<file path="config.mk">
export PLATFORM = sky130hd
export DESIGN_NAME = irfa_unit
export DESIGN_NICKNAME = d
export VERILOG_FILES = /design/src/rtl/irfa_pkg.sv /design/src/rtl/irfa_decode.sv /design/src/rtl/irfa_selfref.sv /design/src/rtl/irfa_addr_mux.sv /design/src/rtl/irfa_strobe_gate.sv /design/src/rtl/irfa_unit.sv
export SDC_FILE = /design/constraint.sdc
export NUM_CORES = 1
export LEC_CHECK = 0
export BUFFER_PORTS_ARGS = -buffer_cell sky130_fd_sc_hd__clkbuf_2
export CAP_MARGIN = 20
export CORE_AREA = 2 2 39 41
export DETAILED_ROUTE_END_ITERATION = 8
export DIE_AREA = 0 0 41 43
export PLACE_DENSITY = 0.49
export SLEW_MARGIN = 20
export SYNTH_ARGS = -nofsm -noshare
export SYNTH_HDL_FRONTEND = slang
export SYNTH_SLANG_ARGS = --single-unit
</file>
<file path="constraint.sdc">
create_clock -name vclk -period 3.1
set_input_delay 0.62 -clock vclk [all_inputs]
set_output_delay 0.62 -clock vclk [all_outputs]
set_load 0.05 [all_outputs]
</file>
<file path="src/rtl/irfa_pkg.sv">
package irfa_pkg;

  // Kind of access resolved from the instruction address field.
  typedef enum logic {
    ACC_DIRECT   = 1'b0,
    ACC_INDIRECT = 1'b1
  } acc_kind_e;

endpackage

</file>
<file path="src/rtl/irfa_decode.sv">
module irfa_decode
  import irfa_pkg::*;
#(
  parameter int unsigned DIR_W     = 7,
  parameter int unsigned VIRT_ADDR = 0
) (
  input  logic [DIR_W-1:0] reg_addr_i,
  output acc_kind_e        kind_o
);

  localparam logic [DIR_W-1:0] VirtAddr = DIR_W'(VIRT_ADDR);

  always_comb begin
    kind_o = ACC_DIRECT;
    if (reg_addr_i == VirtAddr) begin
      kind_o = ACC_INDIRECT;
    end
  end

endmodule

</file>
<file path="src/rtl/irfa_selfref.sv">
module irfa_selfref #(
  parameter int unsigned PTR_W     = 8,
  parameter int unsigned CMP_W     = 7,
  parameter int unsigned VIRT_ADDR = 0
) (
  input  logic [PTR_W-1:0] ptr_i,
  output logic             hit_o
);

  localparam logic [CMP_W-1:0] VirtAddr = CMP_W'(VIRT_ADDR);

  logic [CMP_W-1:0] low_bits;

  // Only the low bits take part, so every bank's copy of the port matches.
  generate
    if (CMP_W < PTR_W) begin : g_trunc
      logic [PTR_W-CMP_W-1:0] upper_unused;
      assign low_bits     = ptr_i[CMP_W-1:0];
      assign upper_unused = ptr_i[PTR_W-1:CMP_W];
    end else begin : g_full
      assign low_bits = CMP_W'(ptr_i);
    end
  endgenerate

  assign hit_o = (low_bits == VirtAddr);

endmodule

</file>
<file path="src/rtl/irfa_addr_mux.sv">
module irfa_addr_mux
  import irfa_pkg::*;
#(
  parameter int unsigned DIR_W  = 7,
  parameter int unsigned PTR_W  = 8,
  parameter int unsigned BANK_W = 2
) (
  input  acc_kind_e         kind_i,
  input  logic [DIR_W-1:0]  reg_addr_i,
  input  logic [PTR_W-1:0]  ptr_i,
  input  logic              ind_bank_i,
  input  logic [BANK_W-1:0] dir_bank_i,
  output logic [PTR_W:0]    eff_addr_o
);

  localparam int unsigned EFF_W = PTR_W + 1;
  localparam int unsigned CAT_W = BANK_W + DIR_W;

  logic [EFF_W-1:0] ind_addr;
  logic [EFF_W-1:0] dir_addr;
  logic [CAT_W-1:0] dir_cat;

  assign ind_addr = {ind_bank_i, ptr_i};
  assign dir_cat  = {dir_bank_i, reg_addr_i};

  // Fit the direct address into the effective width.
  generate
    if (CAT_W == EFF_W) begin : g_exact
      assign dir_addr = dir_cat;
    end else if (CAT_W < EFF_W) begin : g_pad
      assign dir_addr = {{(EFF_W-CAT_W){1'b0}}, dir_cat};
    end else begin : g_cut
      logic [CAT_W-EFF_W-1:0] cut_unused;
      assign dir_addr   = dir_cat[EFF_W-1:0];
      assign cut_unused = dir_cat[CAT_W-1:EFF_W];
    end
  endgenerate

  always_comb begin
    unique case (kind_i)
      ACC_INDIRECT: eff_addr_o = ind_addr;
      default:      eff_addr_o = dir_addr;
    endcase
  end

endmodule

</file>
<file path="src/rtl/irfa_strobe_gate.sv">
module irfa_strobe_gate
  import irfa_pkg::*;
(
  input  acc_kind_e kind_i,
  input  logic      self_hit_i,
  input  logic      rd_i,
  input  logic      wr_i,
  output logic      wr_en_o,
  output logic      rd_zero_o
);

  logic self_ref;

  always_comb begin
    self_ref  = (kind_i == ACC_INDIRECT) && self_hit_i;
    wr_en_o   = wr_i && !self_ref;
    rd_zero_o = rd_i && self_ref;
  end

endmodule

</file>
<file path="src/rtl/irfa_unit.sv">
module irfa_unit
  import irfa_pkg::*;
#(
  parameter int unsigned DIR_W     = 7,
  parameter int unsigned PTR_W     = 8,
  parameter int unsigned BANK_W    = 2,
  parameter int unsigned VIRT_ADDR = 0
) (
  input  logic [DIR_W-1:0]  reg_addr_i,
  input  logic              rd_i,
  input  logic              wr_i,
  input  logic [PTR_W-1:0]  ptr_i,
  input  logic              ind_bank_i,
  input  logic [BANK_W-1:0] dir_bank_i,
  output logic [PTR_W:0]    eff_addr_o,
  output logic              wr_en_o,
  output logic              rd_zero_o
);

  localparam int unsigned CMP_W = DIR_W;

  acc_kind_e kind;
  logic      self_hit;

  irfa_decode #(
    .DIR_W     (DIR_W),
    .VIRT_ADDR (VIRT_ADDR)
  ) u_decode (
    .reg_addr_i (reg_addr_i),
    .kind_o     (kind)
  );

  irfa_selfref #(
    .PTR_W     (PTR_W),
    .CMP_W     (CMP_W),
    .VIRT_ADDR (VIRT_ADDR)
  ) u_selfref (
    .ptr_i (ptr_i),
    .hit_o (self_hit)
  );

  irfa_addr_mux #(
    .DIR_W  (DIR_W),
    .PTR_W  (PTR_W),
    .BANK_W (BANK_W)
  ) u_mux (
    .kind_i     (kind),
    .reg_addr_i (reg_addr_i),
    .ptr_i      (ptr_i),
    .ind_bank_i (ind_bank_i),
    .dir_bank_i (dir_bank_i),
    .eff_addr_o (eff_addr_o)
  );

  irfa_strobe_gate u_gate (
    .kind_i     (kind),
    .self_hit_i (self_hit),
    .rd_i       (rd_i),
    .wr_i       (wr_i),
    .wr_en_o    (wr_en_o),
    .rd_zero_o  (rd_zero_o)
  );

endmodule

</file>
# Word level (Yosys, flattened, before mapping)

Index checks and enable logic that the tools add are counted.

Output and inout port bits: 11
Input bits: 20
Memories: 0
Register bits: 0
RAM bits: 0
Word-level logic and storage cells: 8
ROM bits: 0
Latch bits: 0

$lt $le $gt $ge: 0
Shifts and indexed selects: 0
Add/subtract/negate cells: 0
Div/mod/pow operators: 0
$mul: 0
Equality and inequality tests: 0
Reductions and logical operators: 6
Bitwise logic cells: 0
Multiplexer cells: 2

Operators with widths:

| kind              | number |
|---|---|
| $logic_not 7->1   | 2 |
| $mux 9            | 1 |
| $logic_and 1x1->1 | 3 |
| $logic_not 1->1   | 1 |
| $mux 1            | 1 |

# Longest topological paths before layout

Gate-level depths: netlist (run 1).

Depth in word-level cells: 5
Gate-level depth with buffers: 3
Gate-level depth less buffers: 3

# Hierarchy

A second synthesis (run 1) with hierarchy kept.

Cell total of the unflattened synthesis: 16
Area, all modules: 200.2 um^2

By module, submodules not included:

| module           | area each (um^2) | seq. area each (um^2) | instances | cells an instance |
|---|---|---|---|---|
| irfa_addr_mux    | 146.4            | 0.0                   | 1         | 10 |
| irfa_decode      | 20.0             | 0.0                   | 1         | 2 |
| irfa_selfref     | 20.0             | 0.0                   | 1         | 2 |
| irfa_strobe_gate | 13.8             | 0.0                   | 1         | 2 |

# Least setup slack after synthesis (run 1)

Ideal clock, no wire load.

Path type: input to output
Start point: in reg_addr_i[3]
End point: out rd_zero_o
Arrival time: 2.324 ns
Buffers on the path: 0
Stages on the path: 3
Path slack: 0.156 ns
Data required time: 2.480 ns
Cell sequence: or4_4 -> or4_4 -> nor2_1

Word-level cells in the longest chain between the ends: 4

RTL lines:

| element            | RTL line               | RTL |
|---|---|---|
| start: declaration | irfa_unit.sv:9         | `input logic [DIR_W-1:0] reg_addr_i,` |
| $logic_not 7->1    | irfa_decode.sv:15      | `if (reg_addr_i == VirtAddr) begin` |
| $mux 1             | irfa_decode.sv:15      |  |
| $logic_and 1x1->1  | irfa_strobe_gate.sv:15 | `self_ref = (kind_i == ACC_INDIRECT) && self_hit_i;` |
| $logic_and 1x1->1  | irfa_strobe_gate.sv:17 | `rd_zero_o = rd_i && self_ref;` |
| end: declaration   | irfa_unit.sv:17        | `output logic rd_zero_o` |

Every way passes these cells.

# Worst setup path after layout (run 1)

Start point: in reg_addr_i[3]
End point: out wr_en_o

Word-level cells in the longest chain between the ends: 5

RTL lines:

| element           | RTL line               | RTL |
|---|---|---|
| $logic_not 7->1   | irfa_decode.sv:15      |  |
| $mux 1            | irfa_decode.sv:15      |  |
| $logic_and 1x1->1 | irfa_strobe_gate.sv:15 |  |
| $logic_not 1->1   | irfa_strobe_gate.sv:16 | `wr_en_o = wr_i && !self_ref;` |
| $logic_and 1x1->1 | irfa_strobe_gate.sv:16 |  |
| end: declaration  | irfa_unit.sv:16        | `output logic wr_en_o,` |

Every way passes these cells.

==> summary.txt, run 1 <==
Cells and area
  • Clock buf count: 0
  • Final nets: 72
  • Ratio of cells with drive above 1 in the final layout: 78.0%
  • Sequential cells: 0
  • N_diodes: 0
  • Register Area: 0 µm²
  • Area grow syn2layout: 130%

Timing
  • RSZ-0062 raised after global routing: no
  • Max_slew headroom: 81.4%
  • Final-report hold violation count: 0
  • Setup-failing EPs final: 0
  • Final period util: 89.5%
  • Worst slew pin tran: 0.280 ns
  • Setup TNS: 0 ns
  • Fmax: 360 MHz
  • Final worst setup slack: 0.326 ns
  • Max Transition Viols Final: 0
  • Min Tclk post-route: 2.77 ns

Flow run
  • Max Cap Viol: 0

Worst setup path
  • CP arrival: 2.15 ns
  • Crit Path Max Fanout: 2
  • CP endpoint kind: primary output
  • Critical path required time: 2.48 ns
  • WS Path Type: input port to primary output
  • Worst setup SP type: input port

Min path
  • Hold crit path type: input port to primary output

Global routing
  • Largest net degree at the start of global routing: 8
  • Total congestion overflow: 0
  • Number of global-route vias before repair: 229
  • Antenna violations before repair: 0
  • All-Layer GR Usage: 6.89%
  • First-pass GRT wire length: 897 µm

Floorplan
  • Boundary Pins: 31
  • Row count: 14
  • DIE AREA: 0.00176 mm²
  • Die height: 43 µm
  • Starting density of the core: 10.1%
  • Die width: 41 µm
  • Core region area: 0.00138 mm²

Power
  • Pleak: 0.000210 µW
  • Switch share: 65.2%
  • Sequential share of power: 0%
  • Combinational Power Share: 100.0%
  • Int Power: 19.0 µW
  • NetSw: 35.7 µW
  • Peak supply drop: 0.0000387 V
  • Power, Total: 54.7 µW
  • Clk pwr share: 0%
  • Power Density: 169 mW/mm²

Logic synthesis
  • Synthesized instance count: 18
  • Top-area cell type share of the netlist area: 32.1%
  • Avg Cell Area, Syn: 7.79 µm²
  • Syn nets: 38
  • Synth area leaders: a21o_1 (32%), mux2_2 (16%), or4_4 (16%)
  • Register area share after synthesis: 0%
  • Most frequent cells after synthesis: a21o_1 (6), mux2_2 (2), or4_4 (2)
  • Cell area after synthesis: 140 µm²
  • Most frequent cell after synthesis: a21o_1
  • Synth area leader: a21o_1
  • Post-synth cell types: 11
  • Syn. warnings: 0

Drt
  • Vias post-DR: 260
  • DRC: 0
  • 1st-iter DRT viols: 2
  • Number of detailed-route iterations in the first pass: 2
  • Routed Antenna Nets: 0
  • Wirelength per Cell: 9.08 µm
  • Final WL: 599 µm
  • Vias/cell: 3.94

Place
  • GPL Wtd Cong: 0.595
  • Pre-CTS setup slack: 0.320 ns
  • IO Port Bufs: 31

CTS
  • # hold bufs at CTS: 0
  • Post-cts resize count: 0
  • Setup bufs post-CTS: 0

Run status
  • Status: finished clean
==> critical path: stages <==
cell and delay, ns:
clkbuf_2 0.09, or4_4 0.54, or4_4 0.52, and2_1 0.16, clkbuf_2 0.23
==> per-layer routing <==
| metal | up-vias | track usage (%) | share of wire [%] |
|---|---|---|---|
| met3 | 0 | 0.524 | 7.3 |
| met1 | 116 | 6.01 | 30 |
| met4 | 0 | 0 | 0 |
| li1 | 135 | - | - |
| met2 | 9 | 15.3 | 63 |
| met5 | - | 0 | 0 |
==> logic make-up after synthesis <==
family | after synthesis | synth area share [%]
buffers and inverters | 1 | 2.68
and+or+nand+nor | 8 | 42.9
muxes | 2 | 16.1
AOI/OAI and AO/OA | 7 | 38.4
==> power by group through the flow <==
| stage | Clock [µW] | Sequential, µW | Combinational, µW |
|---|---|---|---|
| 5_1_grt | 0 | 0 | 58.5 |
| 6_report | 0 | 0 | 54.7 |
| 2_1_floorplan | 0 | 0 | 33.9 |
| 4_1_cts | 0 | 0 | 55.4 |
| 3_5_place_dp | 0 | 0 | 55.2 |
| 3_3_place_gp | 0 | 0 | 55.3 |
==> layout by cell type, fill, tap and decap left out <==
cell type   n
or4_1       1
or3_1       1
mux2_2      2
a21o_2      1
clkbuf_2   31
nor2_1      1
or3_2       1
inv_1       1
a21o_1      6
and2_1      1
buf_4       1
or4_4       2
nor2_2      1
==> through the flow <==
step	area (µm²)	util, %	cells	hold WS [ns]
6_report	323	23.3	66	1.61
5_1_grt	323	23.3	66	1.67
4_1_cts	323	23.3	66	1.61
3_5_place_dp	323	23.3	66	1.61
3_3_place_gp	323	23.3	66	1.61
2_1_floorplan	140	-	18	1.46
==> worst paths after layout <==
path | start | to | slack, ns | depth (start not counted)
worst max-delay path | reg_addr_i[3] | wr_en_o | 0.33 | 5
worst min-delay path | rd_i | rd_zero_o | 1.61 | 4
==> area by class of cell <==
cell class,instances,area [µm²]
Timing Repair Buffer,32,163
Multi-Input combinational cell,17,136
Inverter,1,3.75
Tap cell,16,20.0
Fill cell,158,1060
No activity file was read; power rests on OpenSTA's default activity.
==> run 2: changes to the inputs <==
Settings changed: ABC_AREA set to 1, PLACE_DENSITY 0.49 to 0.54.
==> summary.txt, run 2 <==
Drt
  • Number of detailed-route iterations in the first pass: 4
  • Vias/cell: 3.91
  • 1st-iter DRT viols: 3
  • DRC: 0
  • Routed Antenna Nets: 0
  • Final WL: 769 µm
  • Wirelength per Cell: 8.09 µm
  • Vias post-DR: 371

Power
  • Power, Total: 59.3 µW
  • Peak supply drop: 0.0000357 V
  • Pleak: 0.000252 µW
  • NetSw: 41.3 µW
  • Int Power: 18.0 µW
  • Sequential share of power: 0%
  • Combinational Power Share: 100.0%
  • Power Density: 158 mW/mm²
  • Switch share: 69.6%
  • Clk pwr share: 0%

Global routing
  • First-pass GRT wire length: 1120 µm
  • All-Layer GR Usage: 8.29%
  • Total congestion overflow: 0
  • Largest net degree at the start of global routing: 11
  • Antenna violations before repair: 0
  • Number of global-route vias before repair: 315

Timing
  • Fmax: 454 MHz
  • Final-report hold violation count: 0
  • RSZ-0062 raised after global routing: no
  • Max Transition Viols Final: 0
  • Setup TNS: 0 ns
  • Setup-failing EPs final: 0
  • Max_slew headroom: 81.1%
  • Final period util: 71.0%
  • Worst slew pin tran: 0.285 ns
  • WHS: 1.62 ns
  • Min Tclk post-route: 2.20 ns

Floorplan
  • Die width: 41 µm
  • Die height: 43 µm
  • DIE AREA: 0.00176 mm²
  • Row count: 14
  • Boundary Pins: 31
  • Core region area: 0.00138 mm²
  • Starting density of the core: 14.5%

Place
  • Post-DP HPWL: 692 µm
  • GPL Wtd Cong: 0.705
  • IO Port Bufs: 31

CTS
  • # hold bufs at CTS: 0
  • Post-cts resize count: 0
  • Setup bufs post-CTS: 0

Cells and area
  • Fillers: 173
  • Finished Core Util: 27.1%
  • Area grow syn2layout: 87.5%
  • Ratio of cells with drive above 1 in the final layout: 44.3%
  • Most common library cell in the layout ignoring fill and taps: clkbuf_2
  • Clock buf count: 0
  • Most frequent cells in the layout: clkbuf_2 (31), nand2_1 (24), inv_1 (10), nor2_1 (6), nor2_2 (2)
  • Sequential cells: 0
  • N_diodes: 0
  • Register Area: 0 µm²
  • Multi-input gate area: 163 µm²
  • Final nets: 101

Logic synthesis
  • Syn. warnings: 0
  • Post-synth cell types: 10
  • Cell area after synthesis: 200 µm²
  • Synthesized instance count: 48
  • Synth area leaders: nand2_1 (45%), inv_1 (19%), nor2_1 (11%)
  • Most frequent cells after synthesis: nand2_1 (24), inv_1 (10), nor2_1 (6)
  • Avg Cell Area, Syn: 4.17 µm²
  • Top-area cell type share of the netlist area: 45.0%
  • Syn nets: 68
  • Register area share after synthesis: 0%
  • Most frequent cell after synthesis: nand2_1
  • Synth area leader: nand2_1

Worst setup path
  • Crit Path Max Fanout: 10
  • CP arrival: 1.58 ns
  • Worst setup SP type: input port
  • CP endpoint kind: primary output
  • Critical path required time: 2.48 ns
  • WS Path Type: input port to primary output

Min path
  • Hold crit path type: input port to primary output

Run status
  • Status: finished clean

Flow run
  • Max Cap Viol: 0
==> run 2: cell types whose count changed after synthesis, moves of 2 or more <==
cell     previous run  this run
inv_1               1        10
a21o_1              6         0
or4_4               2         0
mux2_2              2         0
nor2_1              1         6
nand2_1             0        24
==> run 2: cell families (layout without fill, tap and decap cells) <==
group	Yosys count	after routing	synth area share [%]
compound gates	2	2	5.00
simple gates	36	36	76.2
buf+inv	10	41	18.8
==> run 2: power by group through the flow <==
stage	logic, µW	clock network, µW	registers (µW)
finish	59.3	0	0
global route	63.9	0	0
CTS	59.7	0	0
detailed placement	59.5	0	0
global placement	59.4	0	0
floorplan	36.6	0	0
==> run 2: layout make-up <==
class | instances | share of cell area (%)
Inverter | 10 | 10.0
Multi-Input combinational cell | 38 | 43.3
Tap cell | 16 | 5.33
Timing Repair Buffer | 31 | 41.3
==> run 2: critical path, cell delays in order <==
cell and delay (ns):
clkbuf_2 0.11, nor2_1 0.11, nand2_1 0.09, nor2_4 0.23, nand2_2 0.07, nor2_2 0.07, clkbuf_2 0.27
==> run 2: path summary, 6_finish.rpt <==
path,depth (start not counted),endpoint,slack [ns],startpoint
min,4,wr_en_o,1.62,wr_i
max,7,rd_zero_o,0.90,reg_addr_i[6]
==> run 2: layer usage <==
metal  track usage (%)  vias up  share of wire (%)
met2              14.1       15                 50
met4                 0        0                  0
met5                 0        -                  0
met1              11.7      156                 39
met3             0.524        0                 11
li1                  -      200                  -
==> run 2: stage by stage <==
stage	cells	instance area, µm²	worst slack [ns]
CTS	95	375	0.885
finish	95	375	0.900
detailed placement	95	375	0.885
global placement	95	375	0.893
global route	95	375	0.778
floorplan	48	200	0.497
==> run 3: changes to the inputs <==
Settings changed: PLACE_DENSITY 0.54 to 0.55.
Clock period 3.1 ns to 2 ns, I/O delays scaled along.
==> summary.txt, run 3 (synthesis results as in run 2) <==
Floorplan
  • Core region area: 0.00138 mm²
  • Starting density of the core: 14.5%
  • Boundary Pins: 31
  • Row count: 14
  • DIE AREA: 0.00176 mm²
  • Die width: 41 µm
  • Die height: 43 µm

Cells and area
  • Final nets: 101
  • Most common library cell in the layout ignoring fill and taps: clkbuf_2
  • Clock buf count: 0
  • Ratio of cells with drive above 1 in the final layout: 44.3%
  • Register Area: 0 µm²
  • Most frequent cells in the layout: clkbuf_2 (31), nand2_1 (24), inv_1 (10), nor2_1 (6), nor2_2 (2)
  • Area grow syn2layout: 87.5%
  • N_diodes: 0
  • Multi-input gate area: 163 µm²
  • Sequential cells: 0
  • Fillers: 165

Worst setup path
  • Critical path required time: 1.60 ns
  • Worst Setup EP: eff_addr_o[6]
  • Slowest cell on the critical path: clkbuf_2
  • WS Path Type: input port to primary output
  • Worst setup SP type: input port
  • CP Cell Sequence: clkbuf_2, nor2_1, nand2_1, nor2_4, nand2_1, nand2_1, clkbuf_2
  • Crit path buf inv count: 2
  • Critical path origin: reg_addr_i[6]
  • Crit Path Max Fanout: 10
  • Crit-path max cell delay: 0.27 ns
  • Crit path top cell by count: nand2_1
  • Critical path depth: 7
  • CP endpoint kind: primary output
  • CP delay by family, top: simple AND/OR/NAND/NOR gates
  • CP arrival: 1.33 ns

Power
  • Power Density: 243 mW/mm²
  • Pleak: 0.000252 µW
  • Peak supply drop: 0.0000765 V

CTS
  • Post-cts resize count: 0
  • # hold bufs at CTS: 0
  • Setup bufs post-CTS: 0

Drt
  • Final WL: 699 µm
  • 1st-iter DRT viols: 4
  • Number of detailed-route iterations in the first pass: 2
  • DRC: 0
  • Vias post-DR: 346
  • Vias/cell: 3.64
  • Routed Antenna Nets: 0
  • Wirelength per Cell: 7.36 µm

Timing
  • RSZ-0062 raised after global routing: no
  • Min Tclk post-route: 1.73 ns
  • Final worst setup slack: 0.269 ns
  • Setup-failing EPs final: 0
  • Setup TNS: 0 ns
  • Max_slew headroom: 81.2%
  • Fmax: 578 MHz
  • Worst slew pin tran: 0.284 ns
  • Final-report hold violation count: 0
  • Max Transition Viols Final: 0
  • Final period util: 86.6%

Global routing
  • All-Layer GR Usage: 7.19%
  • First-pass GRT wire length: 959 µm
  • Largest net degree at the start of global routing: 11
  • Number of global-route vias before repair: 281
  • Total congestion overflow: 0
  • Antenna violations before repair: 0

Place
  • GPL Wtd Cong: 0.740
  • Pre-CTS setup slack: 0.255 ns
  • IO Port Bufs: 31
  • Post-DP HPWL: 654 µm

Run status
  • Status: finished clean

Flow run
  • Max Cap Viol: 0

Min path
  • Hold crit path type: input port to primary output
## run 3: cell types whose count changed in the layout (fill, tap and decap cells not counted)
cell	delta
o21ai_1	+1
o21ai_0	-1
## run 3: cell type report
cell class,count,area share [%]
multi-input cells,38,43.3
repair buffers,31,41.3
inverters,10,10.0
well taps,16,5.33
## run 3: metal layers
metal / up-vias / routed length, µm / global-route usage, %
met5: - / 0 / 0
met4: 0 / 0 / 0
li1: 201 / - / -
met1: 130 / 325 / 10.4
met3: 0 / 61 / 0
met2: 15 / 313 / 12.2
## run 3: worst min-delay path: cells and delay by family
kind            cells  cell delay (ns)
compound gates      1             0.03
buf+inv             3             0.34
## run 3: worst min-delay path by stage
stage | start | cells past startpoint | to | slack, ns
after CTS | wr_i | 4 | wr_en_o | 1.18
final | wr_i | 4 | wr_en_o | 1.18
after global routing | rd_i | 4 | rd_zero_o | 1.21
after global placement | wr_i | 4 | wr_en_o | 1.17
after detailed placement | wr_i | 4 | wr_en_o | 1.18
after floorplan | rd_i | 2 | rd_zero_o | 0.95
## run 3: metrics by stage
stage | hold slack (ns) | total power [µW] | std cells | area (µm²) | util (%)
after floorplan | 0.954 | 57.0 | 48 | 200 | -
after global placement | 1.17 | 91.5 | 95 | 375 | 27.1
after detailed placement | 1.18 | 91.7 | 95 | 375 | 27.1
after CTS | 1.18 | 92.0 | 95 | 375 | 27.1
after global routing | 1.21 | 98.7 | 95 | 375 | 27.1
final | 1.18 | 91.1 | 95 | 375 | 27.1
## run 3: power breakdown
part / switching (µW) / internal [µW] / leakage (µW) / total (µW)
logic: 63.1 / 28.0 / 0.000252 / 91.1
clock network: 0 / 0 / 0 / 0
registers: 0 / 0 / 0 / 0
